File: src/rtl/sram_ctrl_pkg.sv
package sram_ctrl_pkg;

    typedef enum logic [2:0] {
        ST_IDLE,
        ST_RD,
        ST_TURN,
        ST_WR_REL,
        ST_WR_DRV,
        ST_WR_END
    } ctl_state_e;

    // Round a time budget up to whole clock cycles, never below one cycle.
    function automatic int unsigned ps_to_cyc(input int unsigned t_ps, input int unsigned clk_ps);
        int unsigned c;
        c = (t_ps + clk_ps - 1) / clk_ps;
        return (c == 0) ? 1 : c;
    endfunction

    function automatic int unsigned umax(input int unsigned a, input int unsigned b);
        return (a > b) ? a : b;
    endfunction

endpackage

File: src/rtl/sram_ctrl_timer.sv
module sram_ctrl_timer #(
    parameter int CNT_W = 2
) (
    input  logic             clk,
    input  logic             rst_n,
    input  logic             load,
    input  logic [CNT_W-1:0] load_val,
    output logic             done
);

    logic [CNT_W-1:0] cnt_q;

    always_ff @(posedge clk or negedge rst_n) begin
        if (!rst_n) begin
            cnt_q <= '0;
        end else if (load) begin
            cnt_q <= load_val;
        end else if (cnt_q != '0) begin
            cnt_q <= cnt_q - 1'b1;
        end
    end

    assign done = (cnt_q == '0);

endmodule

File: src/rtl/sram_ctrl_fsm.sv
module sram_ctrl_fsm
    import sram_ctrl_pkg::*;
#(
    parameter int unsigned RD_CYC   = 1,
    parameter int unsigned HZ_CYC   = 1,
    parameter int unsigned DATA_CYC = 1,
    parameter int unsigned TA_CYC   = 1,
    parameter int          CNT_W    = 1
) (
    input  logic             clk,
    input  logic             rst_n,
    input  logic             req_valid,
    input  logic             req_write,
    input  logic             tmr_done,
    output logic             tmr_load,
    output logic [CNT_W-1:0] tmr_val,
    output logic             accept,
    output logic             capture,
    output logic             req_ready,
    output logic             ce_n,
    output logic             we_n,
    output logic             oe_n,
    output logic             drv_en
);

    localparam logic [CNT_W-1:0] RD_LD   = CNT_W'(RD_CYC - 1);
    localparam logic [CNT_W-1:0] HZ_LD   = CNT_W'(HZ_CYC - 1);
    localparam logic [CNT_W-1:0] DATA_LD = CNT_W'(DATA_CYC - 1);
    localparam logic [CNT_W-1:0] TA_LD   = CNT_W'(TA_CYC - 1);

    ctl_state_e state_q, state_d;
    logic       last_rd_q;

    assign accept  = req_valid && (state_q == ST_IDLE);
    assign capture = (state_q == ST_RD) && tmr_done;

    // Next state and timer load.
    always_comb begin
        state_d  = state_q;
        tmr_load = 1'b0;
        tmr_val  = '0;
        unique case (state_q)
            ST_IDLE: begin
                if (req_valid) begin
                    if (req_write) begin
                        state_d = last_rd_q ? ST_TURN : ST_WR_REL;
                    end else begin
                        state_d = ST_RD;
                    end
                end
            end
            ST_RD:     if (tmr_done) state_d = ST_IDLE;
            ST_TURN:   if (tmr_done) state_d = ST_WR_REL;
            ST_WR_REL: if (tmr_done) state_d = ST_WR_DRV;
            ST_WR_DRV: if (tmr_done) state_d = ST_WR_END;
            ST_WR_END: state_d = ST_IDLE;
            default:   state_d = ST_IDLE;
        endcase
        if (state_d != state_q) begin
            tmr_load = 1'b1;
            unique case (state_d)
                ST_RD:     tmr_val = RD_LD;
                ST_TURN:   tmr_val = TA_LD;
                ST_WR_REL: tmr_val = HZ_LD;
                ST_WR_DRV: tmr_val = DATA_LD;
                default:   tmr_val = '0;
            endcase
        end
    end

    // State register and read-history flag.
    always_ff @(posedge clk or negedge rst_n) begin
        if (!rst_n) begin
            state_q   <= ST_IDLE;
            last_rd_q <= 1'b0;
        end else begin
            state_q <= state_d;
            if (capture) begin
                last_rd_q <= 1'b1;
            end else if (state_q == ST_WR_REL) begin
                last_rd_q <= 1'b0;
            end
        end
    end

    // Registered outputs, decoded from the next state so they track state_q glitch-free.
    always_ff @(posedge clk or negedge rst_n) begin
        if (!rst_n) begin
            ce_n      <= 1'b1;
            we_n      <= 1'b1;
            oe_n      <= 1'b1;
            drv_en    <= 1'b0;
            req_ready <= 1'b1;
        end else begin
            ce_n      <= !(state_d inside {ST_RD, ST_WR_REL, ST_WR_DRV});
            we_n      <= !(state_d inside {ST_WR_REL, ST_WR_DRV});
            oe_n      <= (state_d != ST_RD);
            drv_en    <= (state_d inside {ST_WR_DRV, ST_WR_END});
            req_ready <= (state_d == ST_IDLE);
        end
    end

    AST_STANDBY_QUIET: assert property (@(posedge clk) disable iff (!rst_n) req_ready |-> (ce_n && we_n && oe_n && !drv_en));
    AST_GATE_HIGH_IN_WRITE: assert property (@(posedge clk) disable iff (!rst_n) !we_n |-> oe_n);
    AST_DRIVE_AFTER_RELEASE: assert property (@(posedge clk) disable iff (!rst_n) $rose(drv_en) |-> (!we_n && $past(!we_n)));
    AST_NO_CONTENTION: assert property (@(posedge clk) disable iff (!rst_n) (!ce_n && !oe_n) |-> !drv_en);
    AST_BUSY_NOT_READY: assert property (@(posedge clk) disable iff (!rst_n) !ce_n |-> !req_ready);
    AST_ACCEPT_DROPS_READY: assert property (@(posedge clk) disable iff (!rst_n) accept |=> !req_ready);

endmodule

File: src/rtl/sram_ctrl_datapath.sv
module sram_ctrl_datapath #(
    parameter int ADDR_W = 20,
    parameter int DATA_W = 8
) (
    input  logic              clk,
    input  logic              rst_n,
    input  logic              accept,
    input  logic [ADDR_W-1:0] req_addr,
    input  logic [DATA_W-1:0] req_wdata,
    input  logic              capture,
    input  logic [DATA_W-1:0] mem_dq_in,
    output logic [ADDR_W-1:0] mem_addr,
    output logic [DATA_W-1:0] mem_dq_out,
    output logic              rsp_valid,
    output logic [DATA_W-1:0] rsp_rdata
);

    always_ff @(posedge clk or negedge rst_n) begin
        if (!rst_n) begin
            mem_addr   <= '0;
            mem_dq_out <= '0;
        end else if (accept) begin
            mem_addr   <= req_addr;
            mem_dq_out <= req_wdata;
        end
    end

    always_ff @(posedge clk or negedge rst_n) begin
        if (!rst_n) begin
            rsp_valid <= 1'b0;
            rsp_rdata <= '0;
        end else begin
            rsp_valid <= capture;
            if (capture) begin
                rsp_rdata <= mem_dq_in;
            end
        end
    end

    AST_RSP_ONE_CYCLE: assert property (@(posedge clk) disable iff (!rst_n) rsp_valid |=> !rsp_valid);

endmodule

File: src/rtl/sram_ctrl.sv
module sram_ctrl
    import sram_ctrl_pkg::*;
#(
    parameter int          ADDR_W   = 20,
    parameter int          DATA_W   = 8,
    parameter int unsigned T_CLK_PS = 10000,
    parameter int unsigned T_AA_PS  = 10000,
    parameter int unsigned T_OE_PS  = 4500,
    parameter int unsigned T_RC_PS  = 10000,
    parameter int unsigned T_WC_PS  = 10000,
    parameter int unsigned T_WP_PS  = 8000,
    parameter int unsigned T_AW_PS  = 8000,
    parameter int unsigned T_DW_PS  = 6000,
    parameter int unsigned T_HZ_PS  = 4000
) (
    input  logic              clk,
    input  logic              rst_n,
    input  logic              req_valid,
    output logic              req_ready,
    input  logic              req_write,
    input  logic [ADDR_W-1:0] req_addr,
    input  logic [DATA_W-1:0] req_wdata,
    output logic              rsp_valid,
    output logic [DATA_W-1:0] rsp_rdata,
    output logic [ADDR_W-1:0] mem_addr,
    output logic              mem_ce_n,
    output logic              mem_we_n,
    output logic              mem_oe_n,
    output logic [DATA_W-1:0] mem_dq_out,
    output logic              mem_dq_oe,
    input  logic [DATA_W-1:0] mem_dq_in
);

    localparam int unsigned RD_CYC   = umax(umax(ps_to_cyc(T_AA_PS, T_CLK_PS), ps_to_cyc(T_OE_PS, T_CLK_PS)),
                                            ps_to_cyc(T_RC_PS, T_CLK_PS));
    localparam int unsigned HZ_CYC   = ps_to_cyc(T_HZ_PS, T_CLK_PS);
    localparam int unsigned WC_LOW   = (ps_to_cyc(T_WC_PS, T_CLK_PS) > 1) ? ps_to_cyc(T_WC_PS, T_CLK_PS) - 1 : 1;
    localparam int unsigned WE_MIN   = umax(umax(ps_to_cyc(T_WP_PS, T_CLK_PS), ps_to_cyc(T_AW_PS, T_CLK_PS)), WC_LOW);
    localparam int unsigned DATA_CYC = umax(ps_to_cyc(T_DW_PS, T_CLK_PS), (WE_MIN > HZ_CYC) ? WE_MIN - HZ_CYC : 1);
    localparam int unsigned TA_CYC   = HZ_CYC;
    localparam int unsigned MAX_CYC  = umax(umax(RD_CYC, HZ_CYC), DATA_CYC);
    localparam int          CNT_W    = $clog2(MAX_CYC + 1);

    logic             tmr_load;
    logic [CNT_W-1:0] tmr_val;
    logic             tmr_done;
    logic             accept;
    logic             capture;

    sram_ctrl_timer #(
        .CNT_W (CNT_W)
    ) u_timer (
        .clk      (clk),
        .rst_n    (rst_n),
        .load     (tmr_load),
        .load_val (tmr_val),
        .done     (tmr_done)
    );

    sram_ctrl_fsm #(
        .RD_CYC   (RD_CYC),
        .HZ_CYC   (HZ_CYC),
        .DATA_CYC (DATA_CYC),
        .TA_CYC   (TA_CYC),
        .CNT_W    (CNT_W)
    ) u_fsm (
        .clk       (clk),
        .rst_n     (rst_n),
        .req_valid (req_valid),
        .req_write (req_write),
        .tmr_done  (tmr_done),
        .tmr_load  (tmr_load),
        .tmr_val   (tmr_val),
        .accept    (accept),
        .capture   (capture),
        .req_ready (req_ready),
        .ce_n      (mem_ce_n),
        .we_n      (mem_we_n),
        .oe_n      (mem_oe_n),
        .drv_en    (mem_dq_oe)
    );

    sram_ctrl_datapath #(
        .ADDR_W (ADDR_W),
        .DATA_W (DATA_W)
    ) u_dp (
        .clk        (clk),
        .rst_n      (rst_n),
        .accept     (accept),
        .req_addr   (req_addr),
        .req_wdata  (req_wdata),
        .capture    (capture),
        .mem_dq_in  (mem_dq_in),
        .mem_addr   (mem_addr),
        .mem_dq_out (mem_dq_out),
        .rsp_valid  (rsp_valid),
        .rsp_rdata  (rsp_rdata)
    );

    AST_ADDR_HELD: assert property (@(posedge clk) disable iff (!rst_n) !mem_ce_n |=> (mem_ce_n || $stable(mem_addr)));
    AST_RSP_AFTER_READ: assert property (@(posedge clk) disable iff (!rst_n) $rose(rsp_valid) |-> ($rose(mem_ce_n) && $past(!mem_oe_n)));

endmodule

File: config.mk
export PLATFORM = sky130hd
export DESIGN_NAME = sram_ctrl
export DESIGN_NICKNAME = d
export VERILOG_FILES = /design/src/rtl/sram_ctrl_pkg.sv /design/src/rtl/sram_ctrl_timer.sv /design/src/rtl/sram_ctrl_fsm.sv /design/src/rtl/sram_ctrl_datapath.sv /design/src/rtl/sram_ctrl.sv
export SDC_FILE = /design/constraint.sdc
export NUM_CORES = 1
export LEC_CHECK = 0
export BUFFER_PORTS_ARGS = -buffer_cell sky130_fd_sc_hd__buf_2
export CAP_MARGIN = 15
export CORE_ASPECT_RATIO = 2
export CORE_UTILIZATION = 41
export DETAILED_ROUTE_END_ITERATION = 12
export PLACE_DENSITY = 0.81
export SETUP_SLACK_MARGIN = 0.4
export SLEW_MARGIN = 40
export SYNTH_ARGS = -nofsm -noshare
export SYNTH_HDL_FRONTEND = slang
export SYNTH_SLANG_ARGS = --single-unit
File: constraint.sdc
create_clock -name clk -period 1.5 [get_ports clk]
set_input_delay 0.075 -clock clk [delete_from_list [all_inputs] [get_ports clk]]
set_output_delay 0.075 -clock clk [all_outputs]
set_load 0.05 [all_outputs]
Word-level counts from Yosys, hierarchy flattened. Index checks and enable logic that the tools add are counted.

Flip-flop bits (word level): 47. Input port bits: 40. Word-level logic and storage cells: 47.

Reductions and logical operators: 10. Add/sub/neg operators: 1. Multiplexer cells: 13. Eq/ne operators: 10. Bitwise logic cells: 1.

Operators by type and width (count): 3-bit two-way mux (6); 3-bit case mux with 5 select lines (1); 3-bit by 2-bit equality test with 1-bit output, second input constant (3); 3-bit equality test, second input constant (3); 3-bit by 1-bit equality test with 1-bit output, second input constant (2); 3-bit logical NOT (2); 1-bit two-way mux (6); 2-bit nonzero test (3); 3-bit by 1-bit != test with 1-bit output, second input constant (1); 3-bit != test (1); 3-bit nonzero test (1); 1-bit logical AND (2); 1-bit logical NOT (2); 1-bit inverter (1); 1-bit subtractor, second input constant (1).

Logic depth before layout (Yosys ltp).
Word-level depth: 7. Depth in mapped cells: 5. Depth with buffers taken out: 3.

Modules after synthesis. Synthesis repeated with hierarchy kept, for this count alone.

Cell total of the unflattened synthesis: 128. Area total of the unflattened synthesis: 1974.4 um^2.

Modules (own cells, without submodules): sram_ctrl_datapath (times used 1, cells an instance 77, sequential area each 925.9 um^2, area each 1462.7 um^2); sram_ctrl_fsm (times used 1, cells an instance 48, sequential area each 230.2 um^2, area each 476.7 um^2); sram_ctrl_timer (times used 1, cells an instance 3, sequential area each 25.0 um^2, area each 35.0 um^2).

Least setup slack after synthesis. Ideal clock, no wire load.

Path type: register -> register. Start: reg u_fsm.state_q[0]. End: reg u_dp.mem_addr[19]. Data arrival time: 1.357 ns. Stages on the path, launching flop included: 6. Data required time: 1.375 ns. Period minus slack after synthesis: 1.482 ns. Slack: 0.018 ns. Path buffers: 2. Cell sequence: dfrtp_1 -> nand2b_1 -> nor3_2 -> buf_6 -> buf_6 -> mux2_2.

Cells in the longest elaborated chain, start to end: 2.

Ends and longest elaborated chain: start: declaration (line sram_ctrl_fsm.sv:31) `ctl_state_e state_q, state_d;`; start signal: assignment (line sram_ctrl_fsm.sv:77) `state_q <= state_d;`; 3-bit logical NOT (line sram_ctrl_fsm.sv:34) `assign accept = req_valid && (state_q == ST_IDLE);`; 1-bit logical AND (line sram_ctrl_fsm.sv:34); end signal: assignment (line sram_ctrl_datapath.sv:23) `mem_addr <= req_addr;`; end: declaration (line sram_ctrl_datapath.sv:12) `output logic [ADDR_W-1:0] mem_addr,`.

Every way passes these cells. A chain may end at the register's enable or synchronous reset.

Worst setup path after layout.
Start: reg u_fsm.state_q[0]. End: reg u_dp.mem_addr[14].

Same word-level chain as after synthesis.

==> impl_metrics.tcl <==
set metrics [dict create \
    cts_root_buf "clkbuf_8" \
    synth_top_cell_area_share_pct 60.4 \
    synth_compound_area_share_pct 3.16 \
    drive_above_1_share_pct 66.4 \
    rsz0062_at_grt "true" \
    hold_path.class "input port to register" \
    wl_per_cell_um 12.6 \
    clk_path_buf_depth 2 \
    vias 1265 \
    layout_common_cells "77 x buf_2, 41 x dfrtp_1, 29 x mux2_2" \
    fin_skew_ns 0.00363 \
    crit_path_start "u_fsm.state_q[0]" \
    cts-buffers-inserted 5 \
    nNetsFinal 253 \
    rr_endpoint "u_dp.mem_addr[14]" \
    critPathKind "register to register" \
    start_util_pct 42.6 \
    ys_types 17 \
    cp_max_fo 29 \
    synth_cells 111 \
    dieArea_sq_um 4530 \
    syn-num-nets 151 \
    dieWidth_um 48.1 \
    layout_commonest_cell "buf_2" \
    r2r-start "u_fsm.state_q[0]" \
    via_per_inst 4.76 \
    endpoint "u_dp.mem_addr[14]" \
    synthXorXnorAreaFrac_pct 0 \
    period_share_pct 92.1 \
    syn_avg_cell_area_sq_um 15.7 \
    synth_top_family_by_area "multiplexers" \
    ys_seq_area_share_pct 66.4 \
    synthSimpleGateAreaFrac_pct 4.96 \
    synthAdderAreaFrac_pct 0 \
    fmax_mhz 724 \
    relSlewSlack_pct 63.1 \
    yosys.area.top_type "dfrtp_1" \
    grt_pass1_wl_um 5280 \
    drtIter0Drc 13 \
    rows 33 \
    max_cap_viol_count 0 \
    synth_area_leaders "dfrtp_1 60%, mux2_2 23%, dfstp_2 6.0%" \
    clkTransAtPathRegs_ns 0.08 \
    crit_required_ns 1.68 \
    yosysWarnings 0 \
    area_delta_synth_final_pct 44.7 \
    muxShareOfSynthArea_pct 23.3 \
    grt_max_degree 47 \
    io_pins 82 \
    syn_area_sq_um 1740 \
    ant_nets 0 \
    fp.dieH_um 94.1 \
    gr-usage-all-layers_pct 16.8 \
    crit_arrival_ns 1.56 \
    cts_tree "yes" \
    tightest_slew_ns 0.553 \
    end_kind "register" \
    core_area_sq_um 4090 \
    overflow 0 \
    rr_worst_depth 4 \
    ys_seq_elements 46 \
    htreeDepth 2 \
    start_kind "register" \
    insertion_delay_ns 0.29 \
    antenna_found_initial 0 \
    portBuffers 81 \
    setup_tns_ns 0 \
    dr.pass1.iters 3 \
    setup_viol 0 \
    slew_violations 0 \
    grt_pass1_vias 1268 \
    status "finished clean" \
    reg2reg_setup_slack_ns 0.12 \
    n_antenna_cell 0 \
    finalCriticalPeriod_ns 1.38 \
    gp_congestion 0.769 \
    drt-total-wl_um 3360 \
    drc 0 \
    finalHoldViolations 0 \
    cts.sinks 46 \
]
critical path: stages (launching register included):
cell and delay (ns):
dfrtp_1 0.39, nand2b_4 0.16, nor3_4 0.14, buf_12 0.21, mux2_2 0.35
how the worst min path moves through the flow:
stage,from,endpoint,slack (ns),depth (start not counted)
after detailed placement,rst_n,u_dp.mem_addr[3],0.19,2
after CTS,req_wdata[4],u_dp.mem_dq_out[4],0.00005,2
after global routing,req_addr[19],u_dp.mem_addr[19],0.0004,2
after global placement,rst_n,u_dp.mem_addr[15],0.19,2
final,req_addr[8],u_dp.mem_addr[8],0.01,2
after floorplan,rst_n,u_dp.mem_addr[0],-0.22,0
logic make-up after synthesis:
logic type,after synthesis
flip-flops,46
multiplexers,36
AO/OA/AOI/OAI,9
buffers and inverters,5
AND/OR/NAND/NOR,15
cell type report:
cell class	instances	area, sq um
Fill cell	345	1570
Tap cell	52	65.1
Multi-Input combinational cell	61	606
Clock buffer	7	86.3
Clock inverter	1	5.00
Sequential cell	46	1160
Timing Repair Buffer	99	599
sequential cells by signal, summed over array words and instances (netlist names):
name,cells
u_dp.mem_addr,20
u_dp.mem_dq_out,8
u_dp.rsp_rdata,8
u_dp.rsp_valid,1
u_fsm.ce_n,1
u_fsm.drv_en,1
u_fsm.last_rd_q,1
u_fsm.oe_n,1
u_fsm.req_ready,1
u_fsm.state_q,3
u_fsm.we_n,1
what timing repair did:
| action | CTS | global route |
|---|---|---|
| pin swaps | 2 | 1 |
| gates cloned | 1 | 0 |
| buffers inserted | 2 | 1 |
| hold buffers | 8 | 2 |
| endpoints found under the hold margin | 49 | 2 |
| endpoints found under the setup margin | 40 | 39 |
| gates resized for setup | 16 | 2 |
through the flow:
stage | area (sq um) | setup WS (ns) | hold WS, ns | utilization (%) | instances
detailed placement | 2240 | 0.0980 | 0.193 | 54.7 | 244
finish | 2520 | 0.119 | 0.0116 | 61.6 | 266
global placement | 2240 | 0.149 | 0.187 | 54.7 | 244
floorplan | 1750 | 0.0676 | -0.221 | - | 111
CTS | 2480 | 0.105 | 0.0000515 | 60.8 | 263
global route | 2520 | 0.0402 | 0.000402 | 61.6 | 266
synth_stat cells (all sizes together):
master,instances
nor3,2
o21ai,3
a21o,1
nand2b,3
mux2,36
dfstp,4
buf,5
dfrtp,42
a211oi,1
nor3b,2
nor2,4
a21oi,2
nand2,4
o21bai,2
layer usage:
metal | share of wire [%] | up-vias | track usage, %
li1 | - | 588 | -
met1 | 35 | 617 | 15.7
met2 | 58 | 53 | 28.9
met3 | 4.4 | 7 | 4.42
met4 | 2.5 | 0 | 11.3
met5 | 0 | - | 0
Power is not shown: default switching activity piles up to over one toggle a cycle in this logic, so the estimate is an artifact.
